[src/rtl/dsc_pkg.sv]
package dsc_pkg;
  localparam int LANES = 2;

  typedef enum logic [1:0] {
    CLS_NONE   = 2'd0,
    CLS_ACCESS = 2'd1,
    CLS_CBR    = 2'd2,
    CLS_RONLY  = 2'd3
  } cyc_cls_e;
endpackage

[src/rtl/dsc_sampler.sv]
// Single register stage on all pins plus one stage of history for edge detection.
// Sampled strobes are converted to active-high.
module dsc_sampler #(
  parameter int IW = 4,
  parameter int DW = 16
) (
  input  logic          clk,
  input  logic          rst,
  input  logic          ras_n,
  input  logic [1:0]    cas_n,
  input  logic          we_n,
  input  logic          oe_n,
  input  logic [IW-1:0] addr,
  input  logic [DW-1:0] din,
  output logic          ras_s,
  output logic          ras_p,
  output logic [1:0]    cas_s,
  output logic [1:0]    cas_p,
  output logic          we_s,
  output logic          oe_s,
  output logic [IW-1:0] addr_s,
  output logic [DW-1:0] din_s
);
  always_ff @(posedge clk) begin
    if (rst) begin
      ras_s  <= 1'b0;
      ras_p  <= 1'b0;
      cas_s  <= '0;
      cas_p  <= '0;
      we_s   <= 1'b0;
      oe_s   <= 1'b0;
      addr_s <= '0;
      din_s  <= '0;
    end else begin
      ras_s  <= ~ras_n;
      ras_p  <= ras_s;
      cas_s  <= ~cas_n;
      cas_p  <= cas_s;
      we_s   <= ~we_n;
      oe_s   <= ~oe_n;
      addr_s <= addr;
      din_s  <= din;
    end
  end
endmodule

[src/rtl/dsc_classifier.sv]
// Internal strobe merge, address latches, cycle classification and lane mode check.
module dsc_classifier
  import dsc_pkg::*;
#(
  parameter int RB = 4,
  parameter int CB = 4,
  parameter int IW = 4
) (
  input  logic          clk,
  input  logic          rst,
  input  logic          ras_s,
  input  logic          ras_p,
  input  logic [1:0]    cas_s,
  input  logic [1:0]    cas_p,
  input  logic          we_s,
  input  logic [IW-1:0] addr_s,
  output logic [RB-1:0] row_now,
  output logic [CB-1:0] col_now,
  output logic          acc_ok,
  output cyc_cls_e      cls,
  output logic          mode_err
);
  logic icas, icas_p, icas_fell, ras_fell, ras_rose, cbr_start, second_fell;
  logic cbr_q, seen_q, mvld_q, mode_q;
  logic [RB-1:0] row_q;
  logic [CB-1:0] col_q;

  assign icas        = |cas_s;
  assign icas_p      = |cas_p;
  assign icas_fell   = icas & ~icas_p;
  assign ras_fell    = ras_s & ~ras_p;
  assign ras_rose    = ~ras_s & ras_p;
  assign cbr_start   = ras_fell & icas_p;
  assign acc_ok      = ras_s & ~cbr_q & ~cbr_start;
  assign second_fell = (|(cas_s & ~cas_p)) & (&cas_s) & icas_p;
  assign row_now     = ras_fell  ? addr_s[RB-1:0] : row_q;
  assign col_now     = icas_fell ? addr_s[CB-1:0] : col_q;

  always_ff @(posedge clk) begin
    if (rst) begin
      row_q    <= '0;
      col_q    <= '0;
      cbr_q    <= 1'b0;
      seen_q   <= 1'b0;
      mvld_q   <= 1'b0;
      mode_q   <= 1'b0;
      mode_err <= 1'b0;
      cls      <= CLS_NONE;
    end else begin
      if (ras_fell)  row_q <= addr_s[RB-1:0];
      if (icas_fell) col_q <= addr_s[CB-1:0];
      if (cbr_start) begin
        cbr_q <= 1'b1;
        cls   <= CLS_CBR;
      end else if (ras_rose) begin
        cbr_q  <= 1'b0;
        seen_q <= 1'b0;
        if (!seen_q && !cbr_q) cls <= CLS_RONLY;
      end
      if (icas_fell && acc_ok) begin
        seen_q <= 1'b1;
        cls    <= CLS_ACCESS;
      end
      if (icas_fell) begin
        mvld_q   <= acc_ok;
        mode_q   <= we_s;
        mode_err <= 1'b0;
      end else if (second_fell && acc_ok && mvld_q && (we_s != mode_q)) begin
        mode_err <= 1'b1;
      end
    end
  end
endmodule

[src/rtl/dsc_lane.sv]
// One byte lane: storage half, read-data hold register and drive decision.
module dsc_lane #(
  parameter int W  = 8,
  parameter int XB = 8
) (
  input  logic          clk,
  input  logic          rst,
  input  logic          strb_s,
  input  logic          strb_p,
  input  logic          we_s,
  input  logic          oe_s,
  input  logic          acc_ok,
  input  logic [XB-1:0] idx,
  input  logic [W-1:0]  wdata,
  output logic [W-1:0]  dq,
  output logic          drive
);
  localparam int DEPTH = 1 << XB;

  logic [W-1:0] mem [DEPTH];
  logic [W-1:0] rd_q;
  logic fell, rd_en, wcond, wprev_q, wr_en, armed_q, pend_q, rdy_q;

  assign fell  = strb_s & ~strb_p;
  assign rd_en = fell & acc_ok;
  assign wcond = strb_s & we_s & acc_ok;
  assign wr_en = wcond & ~wprev_q;

  // Block-RAM style array: one write port, one registered read port.
  always_ff @(posedge clk) begin
    if (wr_en) mem[idx] <= wdata;
    if (rd_en) rd_q <= mem[idx];
  end

  always_ff @(posedge clk) begin
    if (rst) begin
      wprev_q <= 1'b0;
      armed_q <= 1'b0;
      pend_q  <= 1'b0;
      rdy_q   <= 1'b0;
      dq      <= '0;
      drive   <= 1'b0;
    end else begin
      wprev_q <= wcond;
      pend_q  <= rd_en;
      if (rd_en)       armed_q <= ~we_s;
      else if (!strb_s) armed_q <= 1'b0;
      if (rd_en)       rdy_q <= 1'b0;
      else if (pend_q) begin
        rdy_q <= 1'b1;
        dq    <= rd_q;
      end
      drive <= armed_q & rdy_q & strb_s & oe_s;
    end
  end
endmodule

[src/rtl/dualstrobe_ctrl.sv]
module dualstrobe_ctrl
  import dsc_pkg::*;
#(
  parameter int AW       = 10,
  parameter int ROW_BITS = 4,
  parameter int COL_BITS = 4,
  parameter int LANE_W   = 8
) (
  input  logic                    clk,
  input  logic                    rst,
  input  logic                    ras_n,
  input  logic                    casl_n,
  input  logic                    cash_n,
  input  logic                    we_n,
  input  logic                    oe_n,
  input  logic [AW-1:0]           addr,
  input  logic [LANES*LANE_W-1:0] din,
  output logic [LANES*LANE_W-1:0] dq_out,
  output logic [LANES-1:0]        dq_oe,
  output logic [1:0]              cyc_class,
  output logic                    mode_err
);
  localparam int IW = (ROW_BITS > COL_BITS) ? ROW_BITS : COL_BITS;
  localparam int XB = ROW_BITS + COL_BITS;
  localparam int DW = LANES * LANE_W;

  logic          ras_s, ras_p, we_s, oe_s, acc_ok;
  logic [1:0]    cas_s, cas_p;
  logic [IW-1:0] addr_s;
  logic [DW-1:0] din_s;
  logic [ROW_BITS-1:0] row_now;
  logic [COL_BITS-1:0] col_now;
  cyc_cls_e cls_w;

  generate
    if (IW < AW) begin : g_hi_addr
      logic unused_hi_addr;
      assign unused_hi_addr = ^addr[AW-1:IW];
    end
  endgenerate

  dsc_sampler #(.IW(IW), .DW(DW)) u_smp (
    .clk(clk), .rst(rst), .ras_n(ras_n), .cas_n({cash_n, casl_n}),
    .we_n(we_n), .oe_n(oe_n), .addr(addr[IW-1:0]), .din(din),
    .ras_s(ras_s), .ras_p(ras_p), .cas_s(cas_s), .cas_p(cas_p),
    .we_s(we_s), .oe_s(oe_s), .addr_s(addr_s), .din_s(din_s)
  );

  dsc_classifier #(.RB(ROW_BITS), .CB(COL_BITS), .IW(IW)) u_cls (
    .clk(clk), .rst(rst), .ras_s(ras_s), .ras_p(ras_p), .cas_s(cas_s),
    .cas_p(cas_p), .we_s(we_s), .addr_s(addr_s), .row_now(row_now),
    .col_now(col_now), .acc_ok(acc_ok), .cls(cls_w), .mode_err(mode_err)
  );

  assign cyc_class = cls_w;

  generate
    for (genvar g = 0; g < LANES; g++) begin : g_lane
      dsc_lane #(.W(LANE_W), .XB(XB)) u_lane (
        .clk(clk), .rst(rst), .strb_s(cas_s[g]), .strb_p(cas_p[g]),
        .we_s(we_s), .oe_s(oe_s), .acc_ok(acc_ok), .idx({row_now, col_now}),
        .wdata(din_s[g*LANE_W +: LANE_W]), .dq(dq_out[g*LANE_W +: LANE_W]),
        .drive(dq_oe[g])
      );
    end
  endgenerate


  lo_lane_strobe_chk: assert property (@(posedge clk) disable iff (rst)
    dq_oe[0] |-> !$past(casl_n, 2));

  hi_lane_strobe_chk: assert property (@(posedge clk) disable iff (rst)
    dq_oe[1] |-> !$past(cash_n, 2));

  drive_needs_oe_chk: assert property (@(posedge clk) disable iff (rst)
    (|dq_oe) |-> !$past(oe_n, 2));

  access_in_row_chk: assert property (@(posedge clk) disable iff (rst)
    (cyc_class == CLS_ACCESS && $past(cyc_class) != CLS_ACCESS) |-> !$past(ras_n, 2));

  ronly_after_rise_chk: assert property (@(posedge clk) disable iff (rst)
    (cyc_class == CLS_RONLY && $past(cyc_class) != CLS_RONLY) |-> $past(ras_n, 2));

  mode_err_both_low_chk: assert property (@(posedge clk) disable iff (rst)
    $rose(mode_err) |-> (!$past(casl_n, 2) && !$past(cash_n, 2)));
endmodule

[config.mk]
export PLATFORM = sky130hd
export DESIGN_NAME = dualstrobe_ctrl
export DESIGN_NICKNAME = d
export VERILOG_FILES = /design/src/rtl/dsc_pkg.sv /design/src/rtl/dsc_sampler.sv /design/src/rtl/dsc_classifier.sv /design/src/rtl/dsc_lane.sv /design/src/rtl/dualstrobe_ctrl.sv
export SDC_FILE = /design/constraint.sdc
export NUM_CORES = 2
export LEC_CHECK = 0
export BUFFER_PORTS_ARGS = -buffer_cell sky130_fd_sc_hd__clkbuf_2
export CAP_MARGIN = 5
export CORE_MARGIN = 2
export CORE_UTILIZATION = 25
export CTS_CLUSTER_DIAMETER = 50
export DETAILED_ROUTE_END_ITERATION = 10
export REMOVE_ABC_BUFFERS = 1
export SETUP_SLACK_MARGIN = 0.5
export SLEW_MARGIN = 20
export SYNTH_ARGS = -nofsm -noshare
export SYNTH_HDL_FRONTEND = slang
export SYNTH_SLANG_ARGS = --single-unit
[constraint.sdc]
create_clock -name clk -period 5.2 [get_ports clk]
set_input_delay 0.26 -clock clk [delete_from_list [all_inputs] [get_ports clk]]
set_output_delay 0.26 -clock clk [all_outputs]
set_load 0.01 [all_outputs]
==> reports/results.tsv <==
stage	metric	value	unit
detailed_routing	viasPerCell	4.74	
yosys	ys.flop_type	edfxtp_1	
finish	area_delta_synth_final	15.8	%
finish	layout_commonest_cell	edfxtp_1	
yosys	yosys.area_share.simple	6.93	%
cts	clkSinkCount	4181	
detailed_routing	wl_per_cell	23.4	um
detailed_routing	wirelength	434	mm
finish	fin_area	189000	um^2
setup_path	r2r_slack	750	ps
yosys	synth_top_area_share	75.7	%
cts	clkTransAtPathRegs	60	ps
global_routing	grt.overflow.total	0	
setup_path	r2r_end	g_lane[0].u_lane.rd_q[6]	
setup_path	crit_arrival	5120	ps
setup_path	path_class	flop to flop	
sta	finalMaxSlewViolations	0	
setup_path	endpoint_kind	flop	
placed_design	dp_hpwl	259	mm
sta	worst_pin_slew	1250	ps
yosys	async_flop_share	0	%
finish	fill_cells	63800	
cts	cts-buffers-inserted	412	
status	status	completed	
setup_path	rr_worst_depth	10	
yosys	synth_edf_count	4112	
flow_run	cap_violations	0	
sta	fmax	225	MHz
yosys	netlist_instances	9377	
detailed_routing	drtIter0Drc	10700	
finish	regArea	125000	um^2
floorplanning	die_x	812	um
setup_path	cp.required	5880	ps
setup_path	crit_fanout	81	
floorplanning	ios	54	
global_routing	grt_max_degree	201	
setup_path	cp_cell_sequence	or2_4 > and3_1 > nor2_4 > buf_12 > nor2_1 > buf_4 > a22oi_1 > nand3_1 > a21oi_1 > nand4b_1	
yosys	syn-cell-area	163000	um^2
hold_path	hold_depth	3	
sta	max_slew_margin	16.4	%
power	ir_drop	295	uV
detailed_routing	via_count	87900	
cts	cts_buffer_depth	4	
yosys	yosysTopAreaCell	edfxtp_1	
setup_path	start_kind	flop	
setup_path	path_delay_family	simple AND/OR/NAND/NOR gates	
floorplanning	start_util	25.1	%
finish	layout_common_cells	4112 x edfxtp_1, 999 x nand2_1, 613 x nor2_1	
placed_design	place.gp.congestion	0.821	
detailed_routing	drtPass1Iterations	6	
placed_design	place_area	175000	um^2
cts	ctsResizeCount	0	
power	power_density	374	nW/um^2
finish	layout-drive-gt1-share	16.6	%
hold_path	holdCritStartpoint	we_n	
yosys	syn_avg_cell_area	17.4	um^2
hold_path	min_to	u_smp.we_s	
yosys	yosysWarnings	0	
global_routing	antenna_found_initial	21	
cts	h-tree-depth	5	
floorplanning	die_y	812	um
yosys	synthXorXnorAreaFrac	0.00537	%
setup_path	critPathMaxStageDelay	670	ps
global_routing	globalRouteTotalUtil	12.6	%
yosys	synth_compound_area_share	5.70	%
detailed_routing	drc	0	
finish	fin_nets	9566	
yosys	synth_area_leaders	edfxtp_1 76%, mux4_2 8.0%, nand2_1 2.3%, nor2_1 1.4%, nand3_1 1.2%	
floorplanning	core	650000	um^2
sta	fin_crit	4450	ps
detailed_routing	postRouteAntennaNets	0	
yosys	synth_seq_cells	4181	
floorplanning	die_area	659000	um^2
yosys	synth_cell_type_count	69	
global_routing	grt_pass1_wl	620	mm
setup_path	crit_buf_inv	2	
placed_design	io_buffers	47	
sta	hold_viol_final	0	
cts	clock_latency	960	ps
sta	holdWs	120	ps
sta	tns	0	ps
cts	cts_tree	yes	
sta	setup_viol	0	
yosys	synthAdderAreaFrac	0	%
setup_path	timing.rr.start	u_smp.cas_s[1]	
sta	rsz0062_at_grt	false	
yosys	synth-seq-area-share	76.6	%
hold_path	hold_class	input pin to flop	
yosys	synth_mux_area_share	8.90	%
power	power.leakage	58.5	nW
sta	fin_skew	54.9	ps
global_routing	grt_pass1_vias	86600	
floorplanning	rows	296	
yosys	synth_top_family_by_area	multiplexers	
setup_path	critPathSlowestCell	nor2_4	
sta	fin_crit_sh	85.5	%
finish	multi_input_area	35600	um^2
cts	root_buffer	clkbuf_16	
[cells in the mapped netlist, drive strengths merged, types with 52 or more instances]
cell,n
mux2i,144
nand4,52
nand2,1002
a31oi,188
a211oi,224
and3,305
o21ai,155
edfxtp,4112
a22o,76
nor2,634
nand3,393
dfxtp,69
buf,296
mux4,577
a22oi,221
a21oi,119
a311oi,78
clkbuf,370
[through the flow]
step / instances / utilization [%] / total power, mW / setup slack, ps
3_3_place_gp: 17700 / 26.9 / 41.7 / 569
2_1_floorplan: 8711 / - / 41.5 / -24360
6_report: 18600 / 29.1 / 70.7 / 754
4_1_cts: 18500 / 29.0 / 71.1 / 535
5_1_grt: 18500 / 29.1 / 72.6 / 646
3_5_place_dp: 17700 / 26.9 / 41.8 / 555
[worst max-delay path by stage]
stage	slack [ps]	end	startpoint	depth (start not counted)
2_1_floorplan	-24360	g_lane[1].u_lane.rd_q[6]	u_smp.cas_p[1]	8
3_3_place_gp	570	g_lane[0].u_lane.rd_q[0]	u_smp.cas_s[1]	10
3_5_place_dp	550	g_lane[0].u_lane.rd_q[0]	u_smp.cas_s[1]	10
4_1_cts	540	g_lane[0].u_lane.rd_q[0]	u_smp.cas_s[1]	10
5_1_grt	650	g_lane[0].u_lane.rd_q[6]	u_smp.cas_p[1]	10
6_report	750	g_lane[0].u_lane.rd_q[6]	u_smp.cas_s[1]	10
[registers in the layout (all words and copies together) (netlist names), 2 cells and up]
register,count
g_lane.u_lane.rdy_q,2
u_smp.addr_s,4
u_smp.cas_s,2
u_cls.col_q,4
g_lane.u_lane.mem,4096
u_smp.cas_p,2
g_lane.u_lane.pend_q,2
u_cls.cls,2
g_lane.u_lane.dq,16
g_lane.u_lane.wprev_q,2
u_cls.row_q,4
g_lane.u_lane.rd_q,16
g_lane.u_lane.drive,2
u_smp.din_s,16
g_lane.u_lane.armed_q,2
[cells by family (layout without fill, tap and decap cells)]
logic type      count (synthesis)  count (layout)
compound gates               1292            1292
other cells                     0              52
xor+xnor                        1               1
buf+inv                       670            1162
flops                        4181            4181
mux                           727             727
simple gates                 2506            2507
[cell type report]
cell class / count / share of cell area, %
well taps: 8642 / 5.73
multi-input cells: 4527 / 18.9
inverters: 4 / 0.00795
diodes: 52 / 0.0689
clock inverters: 253 / 1.33
flip-flops and latches: 4181 / 66.2
clock buffers: 498 / 5.71
repair buffers: 407 / 2.14
[power by group]
group          internal (mW)  total [mW]  switching, mW
sequential              37.0        37.1          0.100
combinational           1.25        3.96           2.70
clock                   16.8        29.6           12.8
total                   55.0        70.7           15.7
[metal layers]
metal / vias up / global-route usage [%] / share of wire, % / wire [um]
li1: 37900 / - / - / -
met2: 3448 / 20.6 / 48 / 207000
met1: 45900 / 17.0 / 41 / 177000
met4: 4 / 4.40 / 3.8 / 16600
met3: 688 / 1.99 / 7.5 / 32600
met5: - / 0 / 0.0078 / 34
[repair_timing]
item / 4_1_cts / 5_1_grt
hold buffers: 35 / 0
endpoints found under the hold margin: 39 / 0
setup endpoints to repair: 0 / 10
buffers inserted: 0 / 7
[worst min-delay path, stage by stage]
cell,delay [ps]
dlygate4sd3_1,520
clkbuf_2,90
nor2_1,110
(Power assumes the default switching activity.)
